$ cat config.mk
export PLATFORM = sky130hd
export DESIGN_NAME = thresh_xfer_fifo
export DESIGN_NICKNAME = d
export VERILOG_FILES = /design/src/rtl/xfer_fifo_pkg.sv /design/src/rtl/xfer_fifo_store.sv /design/src/rtl/xfer_fifo_ctrl.sv /design/src/rtl/thresh_xfer_fifo.sv
export SDC_FILE = /design/constraint.sdc
export NUM_CORES = 1
export LEC_CHECK = 0
export BUFFER_PORTS_ARGS = -buffer_cell sky130_fd_sc_hd__buf_2
export CORE_MARGIN = 2
export CORE_UTILIZATION = 55
export DETAILED_ROUTE_END_ITERATION = 10
export PLACE_DENSITY = 0.74
export SYNTH_ARGS = -nofsm -noshare
export SYNTH_HDL_FRONTEND = slang
export SYNTH_SLANG_ARGS = --single-unit
$ cat constraint.sdc
create_clock -name clk -period 12.34 [get_ports clk]
set_input_delay 0.617 -clock clk [delete_from_list [all_inputs] [get_ports clk]]
set_output_delay 0.617 -clock clk [all_outputs]
set_load 0.05 [all_outputs]
$ cat src/rtl/xfer_fifo_pkg.sv
package xfer_fifo_pkg;

  typedef enum logic [1:0] {
    PH_IDLE = 2'd0,
    PH_CMD  = 2'd1,
    PH_EXEC = 2'd2
  } phase_e;

  // strobes from control to storage
  typedef struct packed {
    logic flush;
    logic push;
    logic pushFromCore;
    logic pop;
    logic zeroOut;
  } storeCtl_t;

endpackage

$ cat src/rtl/xfer_fifo_store.sv
module xfer_fifo_store
  import xfer_fifo_pkg::*;
#(
  parameter int DEPTH  = 16,
  parameter int DATA_W = 8
) (
  input  logic                           clk,
  input  logic                           rstN,
  input  storeCtl_t                      ctl,
  input  logic [DATA_W-1:0]              hostData,
  input  logic [DATA_W-1:0]              coreData,
  output logic [$clog2(DEPTH+1)-1:0]     fillCount,
  output logic [DATA_W-1:0]              headData,
  output logic [DATA_W-1:0]              corePopData
);

  localparam int PTR_W = (DEPTH > 1) ? $clog2(DEPTH) : 1;
  localparam int CNT_W = $clog2(DEPTH+1);
  localparam logic [PTR_W-1:0] LAST = PTR_W'(DEPTH-1);

  logic [DATA_W-1:0] mem [DEPTH];
  logic [PTR_W-1:0]  wrPtr, rdPtr;
  logic [CNT_W-1:0]  count;

  function automatic logic [PTR_W-1:0] bump(input logic [PTR_W-1:0] p);
    return (p == LAST) ? '0 : p + PTR_W'(1);
  endfunction

  always_ff @(posedge clk) begin
    if (ctl.push && !ctl.flush) begin
      mem[wrPtr] <= ctl.pushFromCore ? coreData : hostData;
    end
  end

  always_ff @(posedge clk or negedge rstN) begin
    if (!rstN) begin
      wrPtr <= '0;
      rdPtr <= '0;
      count <= '0;
    end else if (ctl.flush) begin
      wrPtr <= '0;
      rdPtr <= '0;
      count <= '0;
    end else begin
      if (ctl.push) wrPtr <= bump(wrPtr);
      if (ctl.pop)  rdPtr <= bump(rdPtr);
      count <= count + CNT_W'(ctl.push) - CNT_W'(ctl.pop);
    end
  end

  assign fillCount   = count;
  assign headData    = mem[rdPtr];
  assign corePopData = ctl.zeroOut ? '0 : mem[rdPtr];

endmodule

$ cat src/rtl/xfer_fifo_ctrl.sv
module xfer_fifo_ctrl
  import xfer_fifo_pkg::*;
#(
  parameter int DEPTH = 16,
  parameter int THR_W = 4
) (
  input  logic                        clk,
  input  logic                        rstN,
  input  logic                        softRst,
  input  logic                        cfgLoad,
  input  logic                        cfgEnable,
  input  logic [THR_W-1:0]            cfgThresh,
  input  logic                        cfgLock,
  input  logic                        cmdStart,
  input  logic                        execStart,
  input  logic                        execDir,
  input  logic                        hostWrSel,
  input  logic                        hostRdSel,
  input  logic                        corePush,
  input  logic                        corePop,
  input  logic [$clog2(DEPTH+1)-1:0]  fillCount,
  output storeCtl_t                   ctl,
  output logic                        dmaReq,
  output logic                        hostReady,
  output logic                        hostDirOut,
  output logic                        coreHasData,
  output logic                        coreHasRoom,
  output logic                        overrun,
  output logic                        underrun,
  output logic                        inExec
);

  localparam int CNT_W = $clog2(DEPTH+1);
  localparam int CMP_W = ((CNT_W > THR_W) ? CNT_W : THR_W) + 1;

  phase_e           phase;
  logic             dirRead;
  logic             enReg, lockReg;
  logic [THR_W-1:0] thrReg;

  logic             effEn, errFlag, ctlBlock, isFull, isEmpty;
  logic [CNT_W-1:0] capCnt, cntNext;
  logic [CMP_W-1:0] thrPlusOne, freeNext, usedNext;
  logic             hostPush, hostPop, corePushOk, corePopOk;
  logic             overrunHit, underrunHit, errNext, reqNext;

  assign inExec   = (phase == PH_EXEC);
  assign effEn    = inExec && enReg;
  assign capCnt   = effEn ? CNT_W'(DEPTH) : CNT_W'(1);
  assign thrPlusOne = effEn ? (CMP_W'(thrReg) + CMP_W'(1)) : CMP_W'(1);
  assign errFlag  = overrun || underrun;
  assign ctlBlock = softRst || cmdStart || execStart;
  assign isFull   = (fillCount >= capCnt);
  assign isEmpty  = (fillCount == '0);

  // host to core flow
  assign hostPush    = !dirRead && hostWrSel && !isFull  && !errFlag && !ctlBlock;
  assign corePopOk   = !dirRead && corePop   && !isEmpty && !errFlag && !ctlBlock;
  assign underrunHit = !dirRead && corePop   && isEmpty  && inExec && !errFlag && !ctlBlock;
  // core to host flow
  assign corePushOk  = dirRead && corePush  && !isFull  && !errFlag && !ctlBlock;
  assign hostPop     = dirRead && hostRdSel && !isEmpty && !errFlag && !ctlBlock;
  assign overrunHit  = dirRead && corePush  && isFull   && inExec && !errFlag && !ctlBlock;

  always_comb begin
    ctl.flush        = ctlBlock;
    ctl.push         = dirRead ? corePushOk : hostPush;
    ctl.pushFromCore = dirRead;
    ctl.pop          = dirRead ? hostPop : corePopOk;
    ctl.zeroOut      = errFlag || isEmpty;
  end

  assign cntNext  = fillCount + CNT_W'(ctl.push) - CNT_W'(ctl.pop);
  assign usedNext = CMP_W'(cntNext);
  assign freeNext = CMP_W'(capCnt) - CMP_W'(cntNext);
  assign errNext  = errFlag || overrunHit || underrunHit;

  always_comb begin
    reqNext = dmaReq;
    if (ctlBlock || !inExec || errNext) begin
      reqNext = 1'b0;
    end else if (!dirRead) begin
      if (freeNext == '0)              reqNext = 1'b0;
      else if (freeNext >= thrPlusOne) reqNext = 1'b1;
    end else begin
      if (usedNext == '0)              reqNext = 1'b0;
      else if (usedNext >= thrPlusOne) reqNext = 1'b1;
    end
  end

  always_ff @(posedge clk or negedge rstN) begin
    if (!rstN) begin
      enReg    <= 1'b0;
      thrReg   <= '0;
      lockReg  <= 1'b0;
      phase    <= PH_IDLE;
      dirRead  <= 1'b0;
      overrun  <= 1'b0;
      underrun <= 1'b0;
      dmaReq   <= 1'b0;
    end else begin
      if (cfgLoad) begin
        enReg   <= cfgEnable;
        thrReg  <= cfgThresh;
        lockReg <= cfgLock;
      end else if (softRst && !lockReg) begin
        enReg  <= 1'b0;
        thrReg <= '0;
      end

      if (softRst) begin
        phase   <= PH_IDLE;
        dirRead <= 1'b0;
      end else if (cmdStart) begin
        phase   <= PH_CMD;
        dirRead <= 1'b0;
      end else if (execStart) begin
        phase   <= PH_EXEC;
        dirRead <= execDir;
      end

      if (softRst || cmdStart) begin
        overrun  <= 1'b0;
        underrun <= 1'b0;
      end else begin
        if (overrunHit)  overrun  <= 1'b1;
        if (underrunHit) underrun <= 1'b1;
      end

      dmaReq <= reqNext;
    end
  end

  assign hostReady   = !errFlag && (dirRead ? !isEmpty : !isFull);
  assign hostDirOut  = dirRead;
  assign coreHasData = !dirRead && !isEmpty;
  assign coreHasRoom = dirRead && !isFull;

endmodule

$ cat src/rtl/thresh_xfer_fifo.sv
module thresh_xfer_fifo
  import xfer_fifo_pkg::*;
#(
  parameter int DEPTH     = 16,
  parameter int DATA_W    = 8,
  parameter int THR_W     = 4,
  parameter int ADDR_W    = 3,
  parameter int DATA_ADDR = 5
) (
  input  logic              clk,
  input  logic              rstN,
  input  logic              softRst,
  input  logic              cfgLoad,
  input  logic              cfgEnable,
  input  logic [THR_W-1:0]  cfgThresh,
  input  logic              cfgLock,
  input  logic              cmdStart,
  input  logic              execStart,
  input  logic              execDir,
  input  logic [ADDR_W-1:0] hostAddr,
  input  logic              hostWr,
  input  logic              hostRd,
  input  logic [DATA_W-1:0] hostWdata,
  output logic [DATA_W-1:0] hostRdata,
  input  logic              dmaAck,
  output logic              dmaReq,
  output logic              hostReady,
  output logic              hostDirOut,
  input  logic              corePush,
  input  logic [DATA_W-1:0] corePushData,
  input  logic              corePop,
  output logic [DATA_W-1:0] corePopData,
  output logic              coreHasData,
  output logic              coreHasRoom,
  output logic              overrun,
  output logic              underrun
);

  localparam int CNT_W = $clog2(DEPTH+1);

  storeCtl_t        ctl;
  logic [CNT_W-1:0] fillCount;
  logic             inExec;
  logic             dataSel;

  // acknowledge alone selects the data register
  assign dataSel = dmaAck || (hostAddr == ADDR_W'(DATA_ADDR));

  xfer_fifo_ctrl #(.DEPTH(DEPTH), .THR_W(THR_W)) u_ctrl (
    .clk        (clk),
    .rstN       (rstN),
    .softRst    (softRst),
    .cfgLoad    (cfgLoad),
    .cfgEnable  (cfgEnable),
    .cfgThresh  (cfgThresh),
    .cfgLock    (cfgLock),
    .cmdStart   (cmdStart),
    .execStart  (execStart),
    .execDir    (execDir),
    .hostWrSel  (hostWr && dataSel),
    .hostRdSel  (hostRd && dataSel),
    .corePush   (corePush),
    .corePop    (corePop),
    .fillCount  (fillCount),
    .ctl        (ctl),
    .dmaReq     (dmaReq),
    .hostReady  (hostReady),
    .hostDirOut (hostDirOut),
    .coreHasData(coreHasData),
    .coreHasRoom(coreHasRoom),
    .overrun    (overrun),
    .underrun   (underrun),
    .inExec     (inExec)
  );

  xfer_fifo_store #(.DEPTH(DEPTH), .DATA_W(DATA_W)) u_store (
    .clk        (clk),
    .rstN       (rstN),
    .ctl        (ctl),
    .hostData   (hostWdata),
    .coreData   (corePushData),
    .fillCount  (fillCount),
    .headData   (hostRdata),
    .corePopData(corePopData)
  );

endmodule

After elaboration in Yosys (flattened, before gate mapping)
Memories as Yosys holds them, arrays and structs flattened. Index checks and enable logic that the tools add are counted.

Bits in registers: 25. RAM bits: 128. Bits of input ports: 37. Logic and storage cells: 121. Memories: 1.

Memories: u_store.mem (words 16, bits a word 8, rd ports 1, clocked after Yosys merged registers in 0, write ports 1, line xfer_fifo_store.sv:21) `logic [DATA_W-1:0] mem [DEPTH];`.

$add $sub $neg: 6. Order comparisons: 3. Equal/unequal tests: 5. Multiplexer cells: 36. Reduce and logical (&&, ||, !) cells: 59.

Operators with widths (count): 1-bit logical AND (32); 4-bit 2-to-1 mux (8); 1-bit 2-to-1 mux (20); 8-bit 2-to-1 mux (2); 6-bit zero test (2); 5-bit 2-to-1 mux (2); 2-bit nonzero test (5); 1-bit logical OR (9); 4-bit by 1-bit adder with 4-bit output, second input constant (2); 4-bit == test, second input constant (2); 1-bit zero test (7); 5-bit by 6-bit >= comparator with 1-bit output (1); 6-bit >= comparator (1); 2-bit 2-to-1 mux (3); 6-bit 2-to-1 mux (1); 5-bit by 5-bit subtractor with 6-bit output (1); 4-bit by 1-bit adder with 5-bit output, second input constant (1); 5-bit by 1-bit adder with 5-bit output (1); 5-bit >= comparator (1); 5-bit zero test (1); 5-bit by 1-bit subtractor with 5-bit output (1); 4-bit inequality test, second input constant (1); 4-bit nonzero test (1); 3-bit == test, second input constant (1); 3 further kinds (3).

Depth between registers and ports, before layout
Gate-level depths: netlist (run 1).

Word-level depth: 17. Depth in mapped cells: 23.

Modules after synthesis
Synthesis (run 1) repeated with hierarchy kept, for this count alone.

Cell total of the unflattened synthesis: 529. Area total of the unflattened synthesis: 7412.1 µm².

By module, submodules not included: xfer_fifo_store (instances 1, cells an instance 361, area an instance 5972.0 µm², seq. area each 4169.0 µm²); xfer_fifo_ctrl (instances 1, cells an instance 164, area an instance 1401.3 µm², seq. area each 300.3 µm²); thresh_xfer_fifo (instances 1, cells an instance 4, area an instance 38.8 µm², seq. area each 0.0 µm²).

Worst setup path after synthesis (run 1)
Ideal clock, no wire load.

Kind: register to register. Start: reg u_ctrl.phase[0]. End: reg u_ctrl.dmaReq. Data arrival time: 4260 ps. Path slack: 7944 ps. Cell stages (with the launch flop): 21. Buffers on the path: 1. Period minus slack after synthesis: 4396 ps. Path through: dfrtp_1 -> nor2b_1 -> and2_1 -> clkbuf_1 -> inv_1 -> ha_1 -> nand3b_1 -> a41oi_2 -> a2111oi_4 -> nand2_1 -> inv_1 -> ha_1 -> fa_1 -> nand2b_1 -> a21oi_1 -> xnor2_1 -> inv_1 -> ha_1 -> or4b_2 -> o311ai_0 -> o211ai_1.

Longest elaborated chain between the ends: 16.

RTL lines: start, declared (line xfer_fifo_ctrl.sv:36) `phase_e phase;`; start signal, assigned (line xfer_fifo_ctrl.sv:96) `phase <= PH_IDLE;`; start signal, assigned (line xfer_fifo_ctrl.sv:112) `phase <= PH_IDLE;`; start signal, assigned (line xfer_fifo_ctrl.sv:115) `phase <= PH_CMD;`; 2-bit == test (*) (line xfer_fifo_ctrl.sv:47) `assign inExec = (phase == PH_EXEC);`; branches (longest 15 deep; another with 5-bit by 5-bit subtractor with 6-bit output); end signal, assigned (line xfer_fifo_ctrl.sv:130) `dmaReq <= reqNext;`; end, declared (line xfer_fifo_ctrl.sv:23) `output logic dmaReq,`.

Mark *: on every way between the ends. A chain may end at the register's enable or synchronous reset.

Worst setup path in the final report (run 1)
Start: reg u_store.count[2] (netlist: u_store.fillCount[2]). End: reg u_ctrl.dmaReq.

Longest elaborated chain between the ends: 13.

RTL lines: start, declared (line xfer_fifo_store.sv:23) `logic [CNT_W-1:0] count;`; start signal, assigned (line xfer_fifo_store.sv:47) `count <= count + CNT_W'(ctl.push) - CNT_W'(ctl.pop);`; branches (longest 13 deep; another with 5-bit by 5-bit subtractor with 6-bit output).

Parallel ways; which one is timed is not known.

==> results.md, run 1 <==
- Status: completed
- Chip height: 118 um
- Worst-path clk slew: 60 ps
- Ant diodes: 0
- CP Max Fanout: 10
- CP Data Arrival Time: 5440 ps
- Mapped Nets: 558
- Post-DRT Antenna Nets: 0
- Critical Path Start Type: flip-flop
- Worst hold path type: input pin to async pin
- Total iterations of the first detailed-routing run: 5
- #FFs+latches synth: 153
- Cell area power density: 135 nW/um^2
- Worst vdd ir: 80.1 uV
- GR Util All Layers: 22.8%
- Fraction of registers with async set/reset: 16.3%
- CTS sink cnt: 153
- Max-cap violations: 0
- WL final: 15.1 mm
- Starting density of the core: 56.7%
- Pin count of the biggest net entering global routing: 54
- Vias: 4436
- First-pass GRT wire length: 23.8 mm
- Post-synth EDFFs: 128
- Final setup violation count: 0
- Filler Cells Inserted: 954
- Final global-route overflow total: 0
- Vias in the first global route: 4408
- Clk pwr share: 44.7%
- Die area: 14000 um^2
- Leakage: 2.93 nW
- Switching Share: 22.0%
- Vias per Instance: 6.04
- Routed length per instance: 20.5 um
- Final hold vios: 0
- Share of cells above drive strength 1: 23.6%
- IO buf count: 59
- Combinational share of power: 3.8%
- CTS buffer count: 17
- CTS hold repair buffers: 0
- Register area share after synthesis: 62.2%
- Mapped cell area: 7190 um^2
- Final Max Slew Viols: 0
- WP data required: 12640 ps
- Number of setup buffers added after CTS: 0
- DP Wirelength: 10.2 mm
- Final GP Congestion: 0.884
- Area grow syn2layout: 13.9%
- Initial antenna violation count: 0
- RSZ-0062 raised after global routing: no
- Overall Power: 1.10 mW
- YS warnings: 0
- Final #Nets: 617
- Crit path time final: 5150 ps
- CTS resizes: 0
- Core area: 12700 um^2
- Clk_lat worst skew: 430 ps
- Ys flop type: edfxtp_1
- Yosys cell types: 53
- Rel. slew slack: 37.8%
- Syn Area/Cell: 14.6 um^2
- Flop pwr share: 51.5%
- P_int: 0.860 mW
- Htree depth: 4
- Commonest non-fill, non-tap cell in the layout: edfxtp_1
- # rows: 41
- Io pins: 60
- Worst-case reg-to-reg path depth: 21
- Synth Instances: 491
- Setup CP Type: flip-flop to flip-flop
- Die width: 118 um
- CTS Root Cell: clkbuf_16
- Commonest non-fill, non-tap cells in the layout: edfxtp_1, buf_2, mux2i_1
- CTS Buffer Depth: 2
- Skew final: 6.79 ps
- Initial DRC count: 444
- Sw Pwr: 0.242 mW
- F_max: 194 MHz
- Post-route setup TNS: 0 ps
- Period utilization: 41.7%
- DRC viols: 0
- Worst setup EP type: flip-flop
- CTS tree: built
- Slew @ Worst Pin: 933 ps
-- flip-flops by register name (all words and copies together) (netlist names) --
name	cells
u_ctrl.phase	2
u_ctrl.thrReg	4
u_ctrl.enReg	1
u_store.wrPtr	4
u_store.mem	128
u_ctrl.underrun	1
u_ctrl.hostDirOut	1
u_ctrl.lockReg	1
u_store.rdPtr	4
u_store.fillCount	5
u_ctrl.overrun	1
u_ctrl.dmaReq	1
-- final timing paths --
kind                       slack [ps]               end            startpoint
setup / recovery                 7190     u_ctrl.dmaReq  u_store.fillCount[2]
hold / removal                    190  u_ctrl.thrReg[1]                  rstN
setup reg to reg                 7190     u_ctrl.dmaReq  u_store.fillCount[2]
hold reg to reg                   520   u_ctrl.phase[0]       u_ctrl.phase[0]
max in group asynchronous       11720  u_store.rdPtr[0]                  rstN
min in group clk                  400  u_ctrl.thrReg[1]          cfgThresh[1]
-- power groups by stage --
stage | Sequential [mW] | Combinational (mW) | Clock (mW)
after floorplan | 0.578 | 0.0244 | 0
after global placement | 0.578 | 0.0401 | 0
after detailed placement | 0.578 | 0.0421 | 0
after CTS | 0.567 | 0.0424 | 0.499
after global routing | 0.568 | 0.0464 | 0.522
final | 0.567 | 0.0422 | 0.492
-- layout make-up --
type / instances / area (um^2) / share of cell area, %
Multi-Input combinational cell: 294 / 2530 / 31.0
Timing Repair Buffer: 61 / 310 / 3.79
Sequential cell: 153 / 4470 / 54.6
Clock buffer: 17 / 425 / 5.20
Inverter: 23 / 86.3 / 1.06
Clock inverter: 15 / 140 / 1.71
Tap cell: 172 / 215 / 2.63
-- through the flow --
stage / utilization, % / setup slack (ps) / hold WS, ps / area [um^2] / instances
3_3_place_gp: 60.1 / 7540 / 484 / 7620 / 703
6_report: 64.6 / 7190 / 189 / 8180 / 735
3_5_place_dp: 60.1 / 7240 / 510 / 7620 / 703
2_1_floorplan: - / 7940 / 321 / 7190 / 491
5_1_grt: 64.6 / 6810 / 231 / 8180 / 735
4_1_cts: 64.6 / 7240 / 199 / 8180 / 735
-- synth_stat cells (11+ instances only) --
master    count  share of area [%]
nor2_1       17               0.89
mux4_2       16                5.0
edfxtp_1    128                 53
nand2_1      33                1.7
o21ai_0      16                1.1
mux2i_1      36                5.0
mux2_2       11                1.7
a21oi_1      16                1.1
dfrtp_1      25                8.7
inv_1        23                1.2
ha_1         29                5.0
a221oi_1     16                2.0
and2_1       20                1.7
-- critical path, stage by stage (launching register included) --
cell,delay (ps)
dfrtp_1,380
inv_1,130
ha_1,180
nor4b_2,460
nand2b_1,470
a21oi_1,210
and2_1,210
ha_1,260
inv_1,40
ha_1,220
fa_1,420
nand2b_1,100
a21oi_1,70
xnor2_1,260
inv_1,110
ha_1,360
xnor2_1,250
ha_1,290
a211oi_1,230
o21ai_0,130
o311ai_0,110
o211ai_1,120
-- kinds of logic after synthesis --
group                    Yosys count  share of synthesized area, %
AO/OA/AOI/OAI                     82                          8.46
multiplexers                      63                          11.8
buffers and inverters             44                          2.52
AND/OR/NAND/NOR                  109                          8.51
adder cells (fa/ha/maj)           30                          5.33
XOR/XNOR                          10                          1.22
flip-flops                       153                          62.2
-- layer usage --
layer / up-vias / part of all wire, % / track usage [%]
met4: 0 / 3.1 / 10.7
met1: 2209 / 44 / 31.6
met5: - / 0 / 0
met2: 171 / 47 / 34.2
met3: 39 / 6.1 / 5.45
li1: 2017 / - / -
Note: power is estimated with default switching activity, not from simulation.
==> inputs of run 2 (changes only) <==
Settings changed: ABC_AREA set to 1.
Clock period 12.34 ns to 5.14 ns, I/O delays scaled along.
==> run 2 against run 1 <==
Flip-flop and latch count is the same. Via count grew 18%. First-iteration DRC count grew 14%. Area after synthesis grew 1.1%. Critical path depth grew 5. Power grew 130%. Design area shrank 0.24%. Final cell count grew 27%. Sequential share of layout area grew 0.13 points. Critical endpoint unchanged. Largest cell class unchanged. Largest power group unchanged.
==> results.md, run 2 <==
- Status: completed
- Worst setup EP type: flip-flop
- GR Util All Layers: 24.4%
- CP most frequent cell: nand2_1
- Yosys cell types: 39
- WP data required: 5450 ps
- Final core utilization: 63.9%
- Final #Nets: 817
- Commonest cells in the netlist: nand2_1, edfxtp_1, nor2_1
- Final setup violation count: 0
- Initial DRC count: 505
- Ys flop type: edfxtp_1
- Post-synth EDFFs: 128
- Most frequent cell after synthesis: nand2_1
- Total iterations of the first detailed-routing run: 5
- Final hold vios: 0
- Post-route cell area: 8160 um^2
- Rel. slew slack: 42.8%
- IO buf count: 59
- Ant diodes: 0
- Crit path depth: 26
- Worst hold path type: input pin to flip-flop
- Post-synth top area share: 52.9%
- Synth top area cells: edfxtp_1, dfrtp_1, nand2_1
- Mapped cell area: 7270 um^2
- CP Launch Point: u_ctrl.phase[0]
- Post-route setup TNS: 0 ps
- Hold Startpoint: cfgThresh[0]
- Final GP Congestion: 0.878
- Synth Instances: 693
- Syn Area/Cell: 10.5 um^2
- CTS sink cnt: 153
- Fraction of registers with async set/reset: 16.3%
- DRC viols: 0
- Leading area contributor after synthesis: edfxtp_1
- Leakage: 3.31 nW
- Number of setup buffers added after CTS: 0
- RSZ-0062 raised after global routing: no
- CP delay by family, top: simple AND/OR/NAND/NOR gates
- CP Max Fanout: 8
- Mapped Nets: 760
- Largest stage delay on the critical path: 410 ps
- Starting density of the core: 56.9%
- Critical Path Start Type: flip-flop
- Routed length per instance: 17.4 um
- Die width: 119 um
- F_max: 226 MHz
- Max-cap violations: 0
- Cell area power density: 316 nW/um^2
- CTS buffer count: 17
- WL final: 16.3 mm
- Max FFs per register: 128
- # rows: 41
- Pre-CTS worst setup slack: 769 ps
- Register area share after synthesis: 61.5%
- Worst r2r src: u_ctrl.phase[0]
- Clk_lat worst skew: 430 ps
- Skew final: 6.26 ps
- Htree depth: 4
- Final global-route overflow total: 0
- Die area: 14200 um^2
- Largest Register: u_store.mem
- First-pass GRT wire length: 26.1 mm
- Slew @ Worst Pin: 855 ps
- Commonest non-fill, non-tap cell in the layout: nand2_1
- Worst-path clk slew: 60 ps
- Initial antenna violation count: 0
- Final Max Slew Viols: 0
- Chip height: 119 um
- Worst vdd ir: 171 uV
- Vias per Instance: 5.58
- Worst-case reg-to-reg path depth: 26
- CP Data Arrival Time: 4730 ps
- Final setup margin: 719 ps
- Commonest non-fill, non-tap cells in the layout: nand2_1, edfxtp_1, nor2_1
- Vias: 5218
- Post-DRT Antenna Nets: 0
- Setup CP Type: flip-flop to flip-flop
- CTS Buffer Depth: 2
- Cell Area, Placed: 7620 um^2
- Non-Filler Instances: 935
- #FFs+latches synth: 153
- Vias in the first global route: 5075
- Period utilization: 86.0%
- Core area: 12800 um^2
- Pin count of the biggest net entering global routing: 63
- Buf/Inv on CP: 4
- WHS Path Cells: 3
- DP Wirelength: 10.7 mm
- CTS Root Cell: clkbuf_16
- CTS tree: built
- Dpl cells: 902
- Slowest library cell on the worst path: nor2_1
- Area grow syn2layout: 12.3%
- Io pins: 60
- Share of cells above drive strength 1: 14.2%
- YS warnings: 0
- Crit path time final: 4420 ps
==> run 2: changes by cell type in the layout (fill, tap and decap cells not counted), moves of 8 or more <==
| cell | change |
|---|---|
| a221oi_1 | -16 |
| inv_1 | +41 |
| and2_1 | -20 |
| o22ai_1 | +10 |
| mux4_2 | -16 |
| mux2_2 | -11 |
| mux2i_1 | -36 |
| nand3_1 | +23 |
| nand2_1 | +130 |
| o21ai_0 | +33 |
| a21oi_1 | +9 |
| nor2_1 | +64 |
| a22oi_1 | -8 |
==> run 2: final timing paths <==
check	endpoint	slack [ps]
setup / recovery	u_ctrl.dmaReq	720
hold / removal	u_ctrl.thrReg[0]	40
setup reg to reg	u_ctrl.dmaReq	720
hold reg to reg	u_ctrl.lockReg	480
max in group asynchronous	u_store.rdPtr[0]	4320
min in group asynchronous	u_store.rdPtr[2]	380
==> run 2: metrics by stage <==
step | hold slack [ps] | power [mW]
floorplan | -38.6 | 1.44
global placement | 292 | 1.49
detailed placement | 293 | 1.49
CTS | 24.9 | 2.59
global route | 38.4 | 2.66
finish | 37.6 | 2.58
==> run 2: final cells by class <==
cell class / count / area (um^2)
Multi-Input combinational cell: 448 / 2360
Tap cell: 172 / 215
Clock buffer: 25 / 485
Clock inverter: 7 / 45.0
Sequential cell: 153 / 4470
Inverter: 67 / 256
Timing Repair Buffer: 63 / 328
Fill cell: 984 / 4610
==> run 2: worst reg2reg max path, stage by stage (launching register included) <==
cell and delay (ps):
dfrtp_1 380, nor2_1 140, inv_1 70, nor2_1 420
inv_1 140, ha_1 300, nand2_1 80, nand4_1 130
a21oi_4 230, nand3_4 130, nor2_8 160, ha_1 200
fa_1 190, inv_1 60, o31ai_1 260, xor2_1 340
ha_1 310, inv_1 80, nand3_1 70, nand2_1 100
ha_1 230, nand2_1 60, nand2_1 40, nand2_1 60
nand2_1 50, nand2_1 50, nor2_1 40
==> run 2: report_power, final <==
part           internal (mW)  switching [mW]  total, mW
clock                  0.653           0.462       1.11
combinational         0.0286          0.0729      0.101
sequential              1.36         0.00444       1.36
total                   2.04           0.540       2.58
==> run 2: logic make-up after synthesis <==
| logic type | synth area share (%) |
|---|---|
| adder cells (fa/ha/maj) | 5.27 |
| AND/OR/NAND/NOR | 17.0 |
| flip-flops | 61.5 |
| XOR/XNOR | 0.482 |
| buffers and inverters | 6.01 |
| AO/OA/AOI/OAI | 9.76 |
==> run 2: timing repair <==
item	4_1_cts	5_1_grt
hold endpoints to repair	25	0
gates resized for setup	0	0
hold buffers	1	0
==> run 2: per-layer routing <==
metal,vias to the layer above,GRT usage [%],routed length (um)
met3,25,5.70,1130
met1,2480,32.4,7060
met2,217,40.2,7780
met4,0,7.81,282
met5,-,0,0
li1,2496,-,-
==> inputs of run 3 (changes only) <==
Settings changed: CORE_UTILIZATION 55 to 59, PLACE_DENSITY 0.74 to 0.79, SYNTH_HIERARCHICAL set to 1.
==> run 3 against run 2 <==
Synthesized cell count grew 19%. Design area grew 6.4%. Wire length grew 1.9%. Fmax shrank 0.71%. Global-route usage grew 0.47 points. Final cell count grew 14%. Worst hold slack lost 12 ps. Clock-buffer cell count shrank 7. Via count grew 8.3%. Largest power group unchanged. Highest routed layer unchanged. Sequential share of layout area shrank 3.3 points.
==> results.md, run 3 <==
- CTS Root Cell: clkbuf_16
- CP delay by family, top: adder cells
- Starting density of the core: 60.8%
- Largest stage delay on the critical path: 410 ps
- DP Wirelength: 10.9 mm
- #FFs+latches synth: 153
- RSZ-0062 raised after global routing: no
- Initial DRC count: 565
- Commonest cells in the netlist: nand2_1, edfxtp_1, inv_1
- Post-DRT Antenna Nets: 0
- Largest Register: u_store/mem
- Area grow syn2layout: 12.3%
- Pin count of the biggest net entering global routing: 76
- Total iterations of the first detailed-routing run: 6
- CP Max Fanout: 8
- Final Max Slew Viols: 0
- Clk_lat worst skew: 420 ps
- CTS hold repair buffers: 1
- Leading area contributor after synthesis: edfxtp_1
- Register area: 4470 um^2
- Leakage: 3.79 nW
- CP most frequent cell: nand2_1
- Synth Instances: 825
- Critical Path Start Type: flip-flop
- IO buf count: 59
- Vias: 5649
- Commonest non-fill, non-tap cells in the layout: nand2_1, edfxtp_1, inv_1
- Max FFs per register: 128
- Die area: 14000 um^2
- DRC viols: 0
- Post-synth top area share: 49.7%
- Commonest non-fill, non-tap cell in the layout: nand2_1
- WHS Path Cells: 2
- Multi-input gate area: 2700 um^2
- Core area: 12700 um^2
- Status: completed
- Worst setup EP type: flip-flop
- Max-cap violations: 0
- Slowest library cell on the worst path: fa_1
- Register area share after synthesis: 57.8%
- Cell area power density: 309 nW/um^2
- F_max: 225 MHz
- Crit path time final: 4450 ps
- Final GP Congestion: 0.849
- Number of setup buffers added after CTS: 0
- # rows: 41
- Worst-path clk slew: 60 ps
- Period utilization: 86.6%
- Mapped Nets: 898
- Ys flop type: edfxtp_1
- Routed length per instance: 15.6 um
- Die width: 118 um
- Simple-gate area share of the yosys netlist: 22.8%
- Slew @ Worst Pin: 1030 ps
- CTS sink cnt: 153
- CP Data Arrival Time: 4760 ps
- Io pins: 60
- Hold_ws: 26.0 ps
- CTS buffer count: 17
- Buf/Inv on CP: 7
- Skew final: 3.99 ps
- Compound-gate portion of the synthesized area: 4.29%
- Mux contribution to synthesized area: 1.17%
- Share of cells above drive strength 1: 13.9%
- Xor/xnor share of the synthesized area: 0.664%
- CTS Buffer Depth: 2
- Final hold vios: 0
- Post-synth EDFFs: 128
- GR Util All Layers: 24.9%
- Most frequent cell after synthesis: nand2_1
- Crit path depth: 30
- Yosys cell types: 37
- Setup CP Type: flip-flop to flip-flop
- Worst vdd ir: 270 uV
- Worst-case reg-to-reg path depth: 30
- Mapped cell area: 7730 um^2
- Synth top area cells: edfxtp_1, nand2_1, dfrtp_1
- Vias per Instance: 5.31
- Filler Cells Inserted: 966
- Post-synthesis adder-cell area fraction: 6.02%
- Worst hold path type: input pin to flip-flop
- Largest family of logic cells by synthesized area: simple AND/OR/NAND/NOR gates
- Chip height: 118 um
- WP data required: 5450 ps
- YS warnings: 6
- Final #Nets: 954
- Rel. slew slack: 31.5%
- Vias in the first global route: 5425
- WL final: 16.6 mm
- Final setup violation count: 0
- Syn Area/Cell: 9.37 um^2
- Htree depth: 4
- First-pass GRT wire length: 26.9 mm
- CTS resizes: 0
- Ant diodes: 0
- Initial antenna violation count: 0
- CTS tree: built
- Fraction of registers with async set/reset: 16.3%
- Final global-route overflow total: 0
- Post-route setup TNS: 0 ps
## run 3: worst register-to-register path, delay by kind of cell (launching register included)
family	cells	cell delay, ps
adders and majority gates	5	1400
and+or+nand+nor	14	1220
buffers and inverters	7	620
AOI/OAI and AO/OA	3	500
DFF	1	380
xor gates and xnor gates	1	190
## run 3: final timing paths
check,slack (ps),endpoint,from
worst max-delay path,690,u_ctrl/dmaReq,u_ctrl/phase[0]
worst min-delay path,30,u_ctrl/phase[0],softRst
worst max register to register,690,u_ctrl/dmaReq,u_ctrl/phase[0]
worst min register to register,490,u_ctrl/lockReg,u_ctrl/lockReg
max in group asynchronous,4350,u_store/rdPtr[0],rstN
min in group asynchronous,370,u_ctrl/lockReg,rstN
## run 3: cells by family (layout without fill, tap and decap cells)
group | after synthesis | in the layout
mux | 8 | 8
simple gates | 436 | 436
buf+inv | 130 | 197
compound gates | 57 | 57
flops | 153 | 153
fa+ha+maj | 36 | 36
xor+xnor | 5 | 5
## run 3: power breakdown
| part | internal [mW] | switching, mW |
|---|---|---|
| combinational | 0.0284 | 0.0612 |
| clock | 0.756 | 0.473 |
| sequential | 1.36 | 0.00509 |
| total | 2.14 | 0.539 |
## run 3: final cells by class
| class | instances | area share, % |
|---|---|---|
| Sequential cell | 153 | 51.5 |
| Inverter | 104 | 4.50 |
| Clock buffer | 18 | 4.94 |
| Timing Repair Buffer | 63 | 3.77 |
| Clock inverter | 12 | 1.73 |
| Multi-Input combinational cell | 542 | 31.1 |
| Tap cell | 172 | 2.48 |
## run 3: routing by layer
metal	vias to the layer above	wire (um)	global-route usage (%)
li1	2775	-	-
met1	2611	7210	34.6
met2	236	7810	39.1
met3	27	1290	5.07
met4	0	253	9.23
met5	-	0	0
## run 3: metrics by stage
| stage | cell area, um^2 | util (%) | setup slack, ps | instances | total power [mW] |
|---|---|---|---|---|---|
| after floorplan | 7730 | - | 901 | 825 | 1.44 |
| after global placement | 8100 | 63.6 | 886 | 1033 | 1.47 |
| after detailed placement | 8100 | 63.6 | 704 | 1033 | 1.48 |
| after CTS | 8680 | 68.3 | 653 | 1064 | 2.69 |
| after global routing | 8680 | 68.3 | 222 | 1064 | 2.76 |
| final | 8680 | 68.3 | 687 | 1064 | 2.68 |
